==> config.mk <==
export PLATFORM = sky130hd
export DESIGN_NAME = irda_sir_encoder
export DESIGN_NICKNAME = d
export VERILOG_FILES = /design/src/rtl/irda_enc_pkg.sv /design/src/rtl/irda_baud_tick.sv /design/src/rtl/irda_pulse_shaper.sv /design/src/rtl/irda_sir_encoder.sv
export SDC_FILE = /design/constraint.sdc
export NUM_CORES = 1
export LEC_CHECK = 0
export BUFFER_PORTS_ARGS = -buffer_cell sky130_fd_sc_hd__buf_2
export CAP_MARGIN = 20
export CORE_MARGIN = 3
export CORE_UTILIZATION = 57
export CTS_CLUSTER_DIAMETER = 50
export DETAILED_ROUTE_END_ITERATION = 10
export HOLD_SLACK_MARGIN = 0.08
export PLACE_DENSITY = 0.79
export SYNTH_ARGS = -nofsm -noshare
export SYNTH_HDL_FRONTEND = slang
export SYNTH_HIERARCHICAL = 1
export SYNTH_SLANG_ARGS = --single-unit
export TNS_END_PERCENT = 10
==> constraint.sdc <==
create_clock -name clk -period 3.1 [get_ports clk]
set_clock_uncertainty 0.1 [all_clocks]
set_input_delay 0.31 -clock clk [delete_from_list [all_inputs] [get_ports clk]]
set_output_delay 0.31 -clock clk [all_outputs]
set_load 0.02 [all_outputs]
==> src/rtl/irda_enc_pkg.sv <==
package irda_enc_pkg;

    typedef enum logic [2:0] {
        ST_IDLE,
        ST_START,
        ST_DATA,
        ST_STOP,
        ST_RUN
    } enc_state_t;

    // data bits per character: codes 0..3 select 6..9
    function automatic logic [3:0] data_bits(input logic [1:0] code);
        return 4'd6 + {2'b00, code};
    endfunction

endpackage

==> src/rtl/irda_baud_tick.sv <==
module irda_baud_tick #(
    parameter int DIV_W = 8
) (
    input  logic             clk,
    input  logic             rst_n,
    input  logic [DIV_W-1:0] div,
    input  logic             restart,
    output logic             tick
);
    logic [DIV_W-1:0] cnt_q;

    assign tick = (cnt_q >= div) && !restart;

    always_ff @(posedge clk) begin
        if (!rst_n)
            cnt_q <= '0;
        else if (restart || tick)
            cnt_q <= '0;
        else
            cnt_q <= cnt_q + 1'b1;
    end
endmodule

==> src/rtl/irda_pulse_shaper.sv <==
module irda_pulse_shaper #(
    parameter int FIXED_CLKS = 6,
    parameter int WIDE_TICKS = 3
) (
    input  logic clk,
    input  logic rst_n,
    input  logic clear,
    input  logic launch,
    input  logic tick,
    input  logic wide,
    output logic active
);
    localparam int MAXC  = (FIXED_CLKS > WIDE_TICKS) ? FIXED_CLKS : WIDE_TICKS;
    localparam int CNT_W = $clog2(MAXC + 1);

    logic [CNT_W-1:0] cnt_q;

    always_ff @(posedge clk) begin
        if (!rst_n || clear) begin
            active <= 1'b0;
            cnt_q  <= '0;
        end else if (launch) begin
            active <= 1'b1;
            cnt_q  <= '0;
        end else if (active) begin
            if (wide) begin
                if (tick) begin
                    if (cnt_q == CNT_W'(WIDE_TICKS - 1))
                        active <= 1'b0;
                    cnt_q <= cnt_q + 1'b1;
                end
            end else begin
                if (cnt_q == CNT_W'(FIXED_CLKS - 1))
                    active <= 1'b0;
                cnt_q <= cnt_q + 1'b1;
            end
        end
    end
endmodule

==> src/rtl/irda_sir_encoder.sv <==
module irda_sir_encoder
    import irda_enc_pkg::*;
#(
    parameter int DIV_W      = 8,
    parameter int OVERSAMPLE = 16,
    parameter int FIXED_CLKS = 6,
    parameter int WIDE_TICKS = 3
) (
    input  logic             clk,
    input  logic             rst_n,
    input  logic             tx_en,
    input  logic             ser_in,
    input  logic [DIV_W-1:0] cfg_baud_div,
    input  logic             cfg_wide_pulse,
    input  logic             cfg_char_sync,
    input  logic [1:0]       cfg_char_len,
    input  logic [1:0]       cfg_led_sel,
    output logic             led1_n,
    output logic             led2_n
);
    localparam int SUB_W = $clog2(OVERSAMPLE);
    localparam logic [SUB_W-1:0] SUB_MID  = SUB_W'(OVERSAMPLE / 2 - 1);
    localparam logic [SUB_W-1:0] SUB_LAST = SUB_W'(OVERSAMPLE - 1);

    enc_state_t       state_q, state_d;
    logic [SUB_W-1:0] sub_q, sub_d;
    logic [3:0]       bit_q, bit_d;
    logic             ser_q;
    logic             tick, restart, launch, pulse_on;
    logic             fall, mid_tick, end_tick;
    logic [3:0]       nbits;

    irda_baud_tick #(.DIV_W(DIV_W)) u_baud (
        .clk     (clk),
        .rst_n   (rst_n),
        .div     (cfg_baud_div),
        .restart (restart),
        .tick    (tick)
    );

    irda_pulse_shaper #(.FIXED_CLKS(FIXED_CLKS), .WIDE_TICKS(WIDE_TICKS)) u_shape (
        .clk    (clk),
        .rst_n  (rst_n),
        .clear  (!tx_en),
        .launch (launch),
        .tick   (tick),
        .wide   (cfg_wide_pulse),
        .active (pulse_on)
    );

    assign nbits    = data_bits(cfg_char_len);
    assign fall     = ser_q && !ser_in;
    assign mid_tick = tick && (sub_q == SUB_MID);
    assign end_tick = tick && (sub_q == SUB_LAST);

    // state register
    always_ff @(posedge clk) begin
        if (!rst_n) begin
            state_q <= ST_IDLE;
            sub_q   <= '0;
            bit_q   <= '0;
            ser_q   <= 1'b1;
        end else begin
            state_q <= state_d;
            sub_q   <= sub_d;
            bit_q   <= bit_d;
            ser_q   <= ser_in;
        end
    end

    // next state, launch and phase restart
    always_comb begin
        state_d = state_q;
        sub_d   = tick ? sub_q + 1'b1 : sub_q;
        bit_d   = bit_q;
        launch  = 1'b0;
        restart = 1'b0;
        if (!tx_en) begin
            state_d = ST_IDLE;
            sub_d   = '0;
            bit_d   = '0;
        end else begin
            unique case (state_q)
                ST_IDLE: begin
                    sub_d = '0;
                    bit_d = '0;
                    if (fall) begin
                        restart = 1'b1;
                        if (cfg_char_sync)
                            state_d = ST_START;
                        else begin
                            state_d = ST_RUN;
                            launch  = 1'b1;
                        end
                    end
                end
                ST_START: begin
                    if (mid_tick) begin
                        if (ser_in) state_d = ST_IDLE;
                        else        launch  = 1'b1;
                    end else if (end_tick)
                        state_d = ST_DATA;
                end
                ST_DATA: begin
                    if (mid_tick && !ser_in)
                        launch = 1'b1;
                    if (end_tick) begin
                        bit_d = bit_q + 1'b1;
                        if (bit_q == nbits - 4'd1)
                            state_d = ST_STOP;
                    end
                end
                ST_STOP: begin
                    if (mid_tick)
                        state_d = ST_IDLE;
                end
                ST_RUN: begin
                    if (ser_in)
                        state_d = ST_IDLE;
                    else if (end_tick)
                        launch = 1'b1;
                end
                default: state_d = ST_IDLE;
            endcase
        end
    end

    // outputs
    always_ff @(posedge clk) begin
        if (!rst_n) begin
            led1_n <= 1'b1;
            led2_n <= 1'b1;
        end else begin
            led1_n <= !(pulse_on && tx_en && cfg_led_sel[0]);
            led2_n <= !(pulse_on && tx_en && cfg_led_sel[1]);
        end
    end
endmodule

Yosys cells after proc, flatten, opt, wreduce, memory -nomap -nowiden
Cells that the tools add are included.

word-level totals
  bits in registers = 26
  bits of input ports = 18
  word-level logic and storage cells = 89
  output and inout bits = 2

cells by class
  bitwise gates (word level) = 2
  order comparisons = 1
  mux-type cells = 31
  add/subtract/negate cells = 6
  reduce and logical (&&, ||, !) cells = 25
  equal/unequal tests = 15

operators with widths
  cell                   number
  $mux W3                10
  $mux W1                17
  $pmux W3 S5            1
  $eq A3 B2 Y1 const B   3
  $add A4 B1 Y4 const B  2
  $add A8 B1 Y8 const B  1
  $ge A8 B8 Y1           1
  $logic_and A1 B1 Y1    8
  $ne A2 B2 Y1 const B   4
  $pmux W4 S2            1
  $eq A3 B3 Y1 const B   2
  $logic_not A1 Y1       6
  $reduce_and A2 Y1      3
  $reduce_and A5 Y1      1
  $add A3 B2 Y4 const A  1
  $eq A4 B3 Y1 const B   1
  $eq A4 B4 Y1           1
  $eq A4 B4 Y1 const B   1
  $mux W4                1
  $pmux W1 S4            1
  $reduce_or A2 Y1       2
  $sub A4 B1 Y4 const B  1
  $add A3 B1 Y3 const B  1
  $eq A3 B1 Y1 const B   1
  7 further kinds        9

Longest topological paths before layout
  depth in word-level cells = 13
  mapped depth = 12
  gate-level depth less buffers = 11

Modules after synthesis
The synthesis kept the hierarchy.

modules (own cells, without submodules)
  module             cells an instance  area an instance (um2)  times used  sequential area each (um2)
  irda_sir_encoder   89                 817.0                   1           280.3
  irda_baud_tick     61                 516.7                   1           160.2
  irda_pulse_shaper  24                 241.5                   1           80.1

Worst setup path after synthesis
No wires, ideal clock.

  path kind = input to register
  from = in cfg_baud_div[2]
  to = reg u_shape.cnt_q[1]
  path slack = 0.642 ns
  buffers on the path = 1
  data arrival time = 2.270 ns
  required time = 2.912 ns
  library setup time = 0.088 ns
  stages = 12
  path through = inv_1 ha_1 a211oi_2 o21ai_1 a21oi_1 nor2_1 clkbuf_8 nand4b_1 o21ai_0 o2111a_1 or3b_4 a311oi_2

between the ends
  cells in the longest elaborated chain, start to end = 8
  elaborated cells on any way between the ends = 14
  classes of those cells = order compare: 1; eq/ne: 1; mux: 6; reduce/logical: 6

RTL lines
  item                                                   RTL line                                          text
  start, declared                                        irda_sir_encoder.sv:13                            input logic [DIV_W-1:0] cfg_baud_div,
  $ge A8 B8 Y1 (*)                                       irda_baud_tick.sv:12                              assign tick = (cnt_q >= div) && !restart;
  $logic_and A1 B1 Y1 (*)                                irda_baud_tick.sv:12
  net tick                                               irda_sir_encoder.sv:29                            logic tick, restart, launch, pulse_on;
  $logic_and A1 B1 Y1, on equally long branches          irda_sir_encoder.sv:54, irda_sir_encoder.sv:53
  $mux W1 / $logic_and A1 B1 Y1 (equally long branches)  irda_sir_encoder.sv:120, irda_sir_encoder.sv:105
  $mux W1, on equally long branches                      irda_sir_encoder.sv:118, irda_sir_encoder.sv:105
  $pmux W1 S4 (*)                                        irda_sir_encoder.sv:83                            unique case (state_q)
  $mux W1 (*)                                            irda_sir_encoder.sv:78                            if (!tx_en) begin
  net launch                                             irda_sir_encoder.sv:29
  $reduce_or A2 Y1 (no source line) (*)                  --
  end signal, assigned                                   irda_pulse_shaper.sv:30                           cnt_q <= cnt_q + 1'b1;
  end signal, assigned                                   irda_pulse_shaper.sv:35                           cnt_q <= cnt_q + 1'b1;
  end, declared                                          irda_pulse_shaper.sv:16                           logic [CNT_W-1:0] cnt_q;

The timed path passes the listed nets; every way through them passes the cells marked *.
A chain may end at the register's enable or synchronous reset.

Final worst setup path
  from = reg u_baud.cnt_q[2]
  to = reg u_shape.cnt_q[1]

between the ends
  cells in the longest elaborated chain, start to end = 8
  elaborated cells on any way between the ends = 14
  classes of those cells = order compare: 1; eq/ne: 1; mux: 6; reduce/logical: 6

RTL lines
  item                                                   RTL line                                          text
  start, declared                                        irda_baud_tick.sv:10                              logic [DIV_W-1:0] cnt_q;
  start signal, assigned                                 irda_baud_tick.sv:20                              cnt_q <= cnt_q + 1'b1;
  $ge A8 B8 Y1 (*)                                       irda_baud_tick.sv:12
  $logic_and A1 B1 Y1 (*)                                irda_baud_tick.sv:12
  net tick                                               irda_sir_encoder.sv:29
  $logic_and A1 B1 Y1, on equally long branches          irda_sir_encoder.sv:54, irda_sir_encoder.sv:53
  $mux W1 / $logic_and A1 B1 Y1 (equally long branches)  irda_sir_encoder.sv:120, irda_sir_encoder.sv:105
  $mux W1, on equally long branches                      irda_sir_encoder.sv:118, irda_sir_encoder.sv:105
  $pmux W1 S4 (*)                                        irda_sir_encoder.sv:83
  $mux W1 (*)                                            irda_sir_encoder.sv:78
  net launch                                             irda_sir_encoder.sv:29
  $reduce_or A2 Y1 (no source line) (*)                  --

Marked as above.

==> metrics <==
register share of total power=53.4%; DRC=0; main area contributors after synthesis=dfxtp_1, ha_1, nor2_1; worst-path fanout max=5; Fin Hold WS=0.1034 ns; number of flops mapped to enable cells by yosys=0; CTS buffer count=3; via count=1,308; Synth top area share=33.04%; Hold Crit Class=primary input to flip-flop; area grow syn2layout=12.15%; maximum vdd ir drop=0.0003650 V; Total Power=652.2 uW; Finished Layout Cells=228; total track usage=20.28%; Setup Crit Path Kind=flip-flop to flip-flop; design area=1767 um^2; Worst-path clk slew=0.15 ns; Fillers=214; first-pass detailed-route iteration total=4; Worst Max-Slew Pin Slew=0.4673 ns; P_int=505.2 uW; maximum clock path buffer count=2; Post-Route WL=3.132 mm; Die H=58.57 um; hold-critical path depth=2; initial drt markers=43; final hold violation count=0; layout cell share with drive strength beyond 1=18.18%; first-pass GRT wire length=5.464 mm; clock power share=35.5%; Clock Sinks=26; drt wl/cell=13.74 um; sw power=147.0 uW; # Max-Cap Violations=0; initial antenna violation count=0; Syn Area/Cell=9.053 um^2; register area=520.5 um^2; crit start category=flip-flop; synthesized instance count=174; DRT antenna net count=0; Peak Freq=0.3709 GHz; LEAKAGE=0.0007407 uW; Ys Warns=6; dpl hpwl=2.341 mm; # H-tree levels=1; #FFs+latches synth=26; Initial Util=61.90%; worst-case reg-to-reg path depth=10; FP Rows=18; number of I/O port buffers=19; Die Wd=58.57 um; period utilization=86.96%; largest area contributor in the synthesized netlist=dfxtp_1; Max Slew Vio Count=0; CP required=3.25 ns; Placer Congestion=0.7822; RSZ-0062 raised after global routing=no; crit path time final=2.696 ns; vias per cell=5.737; root buffer cell=clkbuf_4; count of final setup violators=0; relative slew slack=68.78%; synth unique cells=47; die area=3430 um^2; fraction of registers with async set/reset=0%; vias in the first global route=1,377; Main synth FF type=dfxtp_1; PD cells=369.2 nW/um^2; setup TNS=0 ns; combinational power share=11.0%; syn_nets=207; status=finished, final reports clean; placed inst area=1674 um^2; placed cell count=220; Clk Latency, worst-skew pair=0.32 ns; mapped cell area=1575 um^2; Data arrival, critical path=2.85 ns; # diodes=0; Seq/Total Area, Yosys=33.04%; CTS tree=yes; final-stage net count=232; CORE AREA=2545 um^2; grt ovf=0; largest net degree at the start of global routing=16; switching portion of total power=22.54%; post-CTS sizing=0; CP Capture Type=flip-flop; Multi-input gate area=960.9 um^2; IO Count=20
worst max-delay path, cell delays in order (launching register included):
cell and delay, ns:
dfxtp_1 0.44, ha_1 0.30, a211oi_2 0.23, o21ai_1 0.14, a21oi_1 0.17, nor2_1 0.13
nand4b_1 0.15, o21ai_0 0.11, o2111a_1 0.27, or3b_4 0.40, a311oi_2 0.19
final timing paths:
| check | from | end | slack (ns) |
|---|---|---|---|
| setup reg to reg | u_baud/cnt_q[2]$_SDFF_PP0_ | u_shape/cnt_q[1]$_SDFFE_PP0P_ | 0.40 |
| setup / recovery | u_baud/cnt_q[2]$_SDFF_PP0_ | u_shape/cnt_q[1]$_SDFFE_PP0P_ | 0.40 |
| hold reg to reg | u_baud/cnt_q[0]$_SDFF_PP0_ | u_baud/cnt_q[0]$_SDFF_PP0_ | 0.43 |
| hold / removal | rst_n | ser_q$_SDFF_PN1_ | 0.10 |
state kept, by name, summed over array words and instances (netlist names):
signal          flops
ser_q               1
u_baud/cnt_q        8
bit_q               4
u_shape/active      1
state_q             3
sub_q               4
u_shape/cnt_q       3
led1_n              1
led2_n              1
area by class of cell:
type	count	share of cell area, %
Clock buffer	3	1.275
Inverter	14	2.975
Clock inverter	1	1.700
Tap cell	30	2.125
Timing Repair Buffer	24	8.074
Sequential cell	26	29.46
Multi-Input combinational cell	130	54.39
cell usage after synthesis (3+ instances only):
| cell type | n |
|---|---|
| mux2i_1 | 3 |
| nand2_1 | 8 |
| nand4_1 | 5 |
| nor2_1 | 21 |
| xor2_1 | 8 |
| a21oi_1 | 8 |
| inv_1 | 14 |
| ha_1 | 15 |
| nand3_1 | 8 |
| xnor2_1 | 5 |
| and3_1 | 3 |
| nand3b_1 | 5 |
| o21ai_0 | 4 |
| dfxtp_1 | 26 |
through the flow:
stage / setup WS [ns] / util [%]
finish: 0.4041 / 69.42
global route: 0.2109 / 69.42
CTS: 0.4732 / 69.42
detailed placement: 0.4632 / 65.78
global placement: 0.5256 / 65.78
floorplan: 0.6421 / -
routing by layer:
| metal | global-route usage [%] | vias up | share of wire [%] |
|---|---|---|---|
| met5 | 0 | - | 0 |
| met4 | 10.68 | 0 | 0.86 |
| met3 | 2.851 | 4 | 2.9 |
| met2 | 37.48 | 20 | 55 |
| met1 | 22.19 | 621 | 41 |
| li1 | - | 663 | - |
power by group through the flow:
stage	Sequential [uW]	Combinational, uW	Clock, uW
3_3_place_gp	355	64.2	0
5_1_grt	350	80.6	249
2_1_floorplan	352	47.6	0
6_report	348	72.0	232
4_1_cts	348	71.8	237
3_5_place_dp	356	68.8	0
cell families (layout without fill, tap and decap cells):
family | count (synthesis) | in the layout | synth area share (%)
AO/OA/AOI/OAI | 31 | 31 | 15.09
XOR/XNOR | 13 | 13 | 7.228
adder cells (fa/ha/maj) | 15 | 15 | 11.91
buffers and inverters | 18 | 42 | 5.956
flip-flops | 26 | 26 | 33.04
multiplexers | 4 | 4 | 2.621
AND/OR/NAND/NOR | 67 | 67 | 24.15
placed cells by master, fill, tap and decap left out, types with 2 or more instances in the layout:
cell type       n
nor3_1          2
and3_1          3
nand4b_1        2
buf_2          19
a211oi_2        2
a21o_1          2
nand3b_1        5
inv_1          14
nand2_1         8
nand3_1         8
a21oi_1         8
clkbuf_4        3
xnor2_1         5
mux2i_1         3
nor2_1         21
a211oi_1        2
dlygate4sd3_1   4
xor2_1          8
nor3b_1         2
o21ai_0         4
dfxtp_1        26
nand2b_1        2
nand4_1         5
ha_1           15
repair_timing:
item,CTS,global route
setup buffers,0,0
hold endpoints to repair,2,0
hold buffers,4,0
No activity file was read; power rests on OpenSTA's default activity.
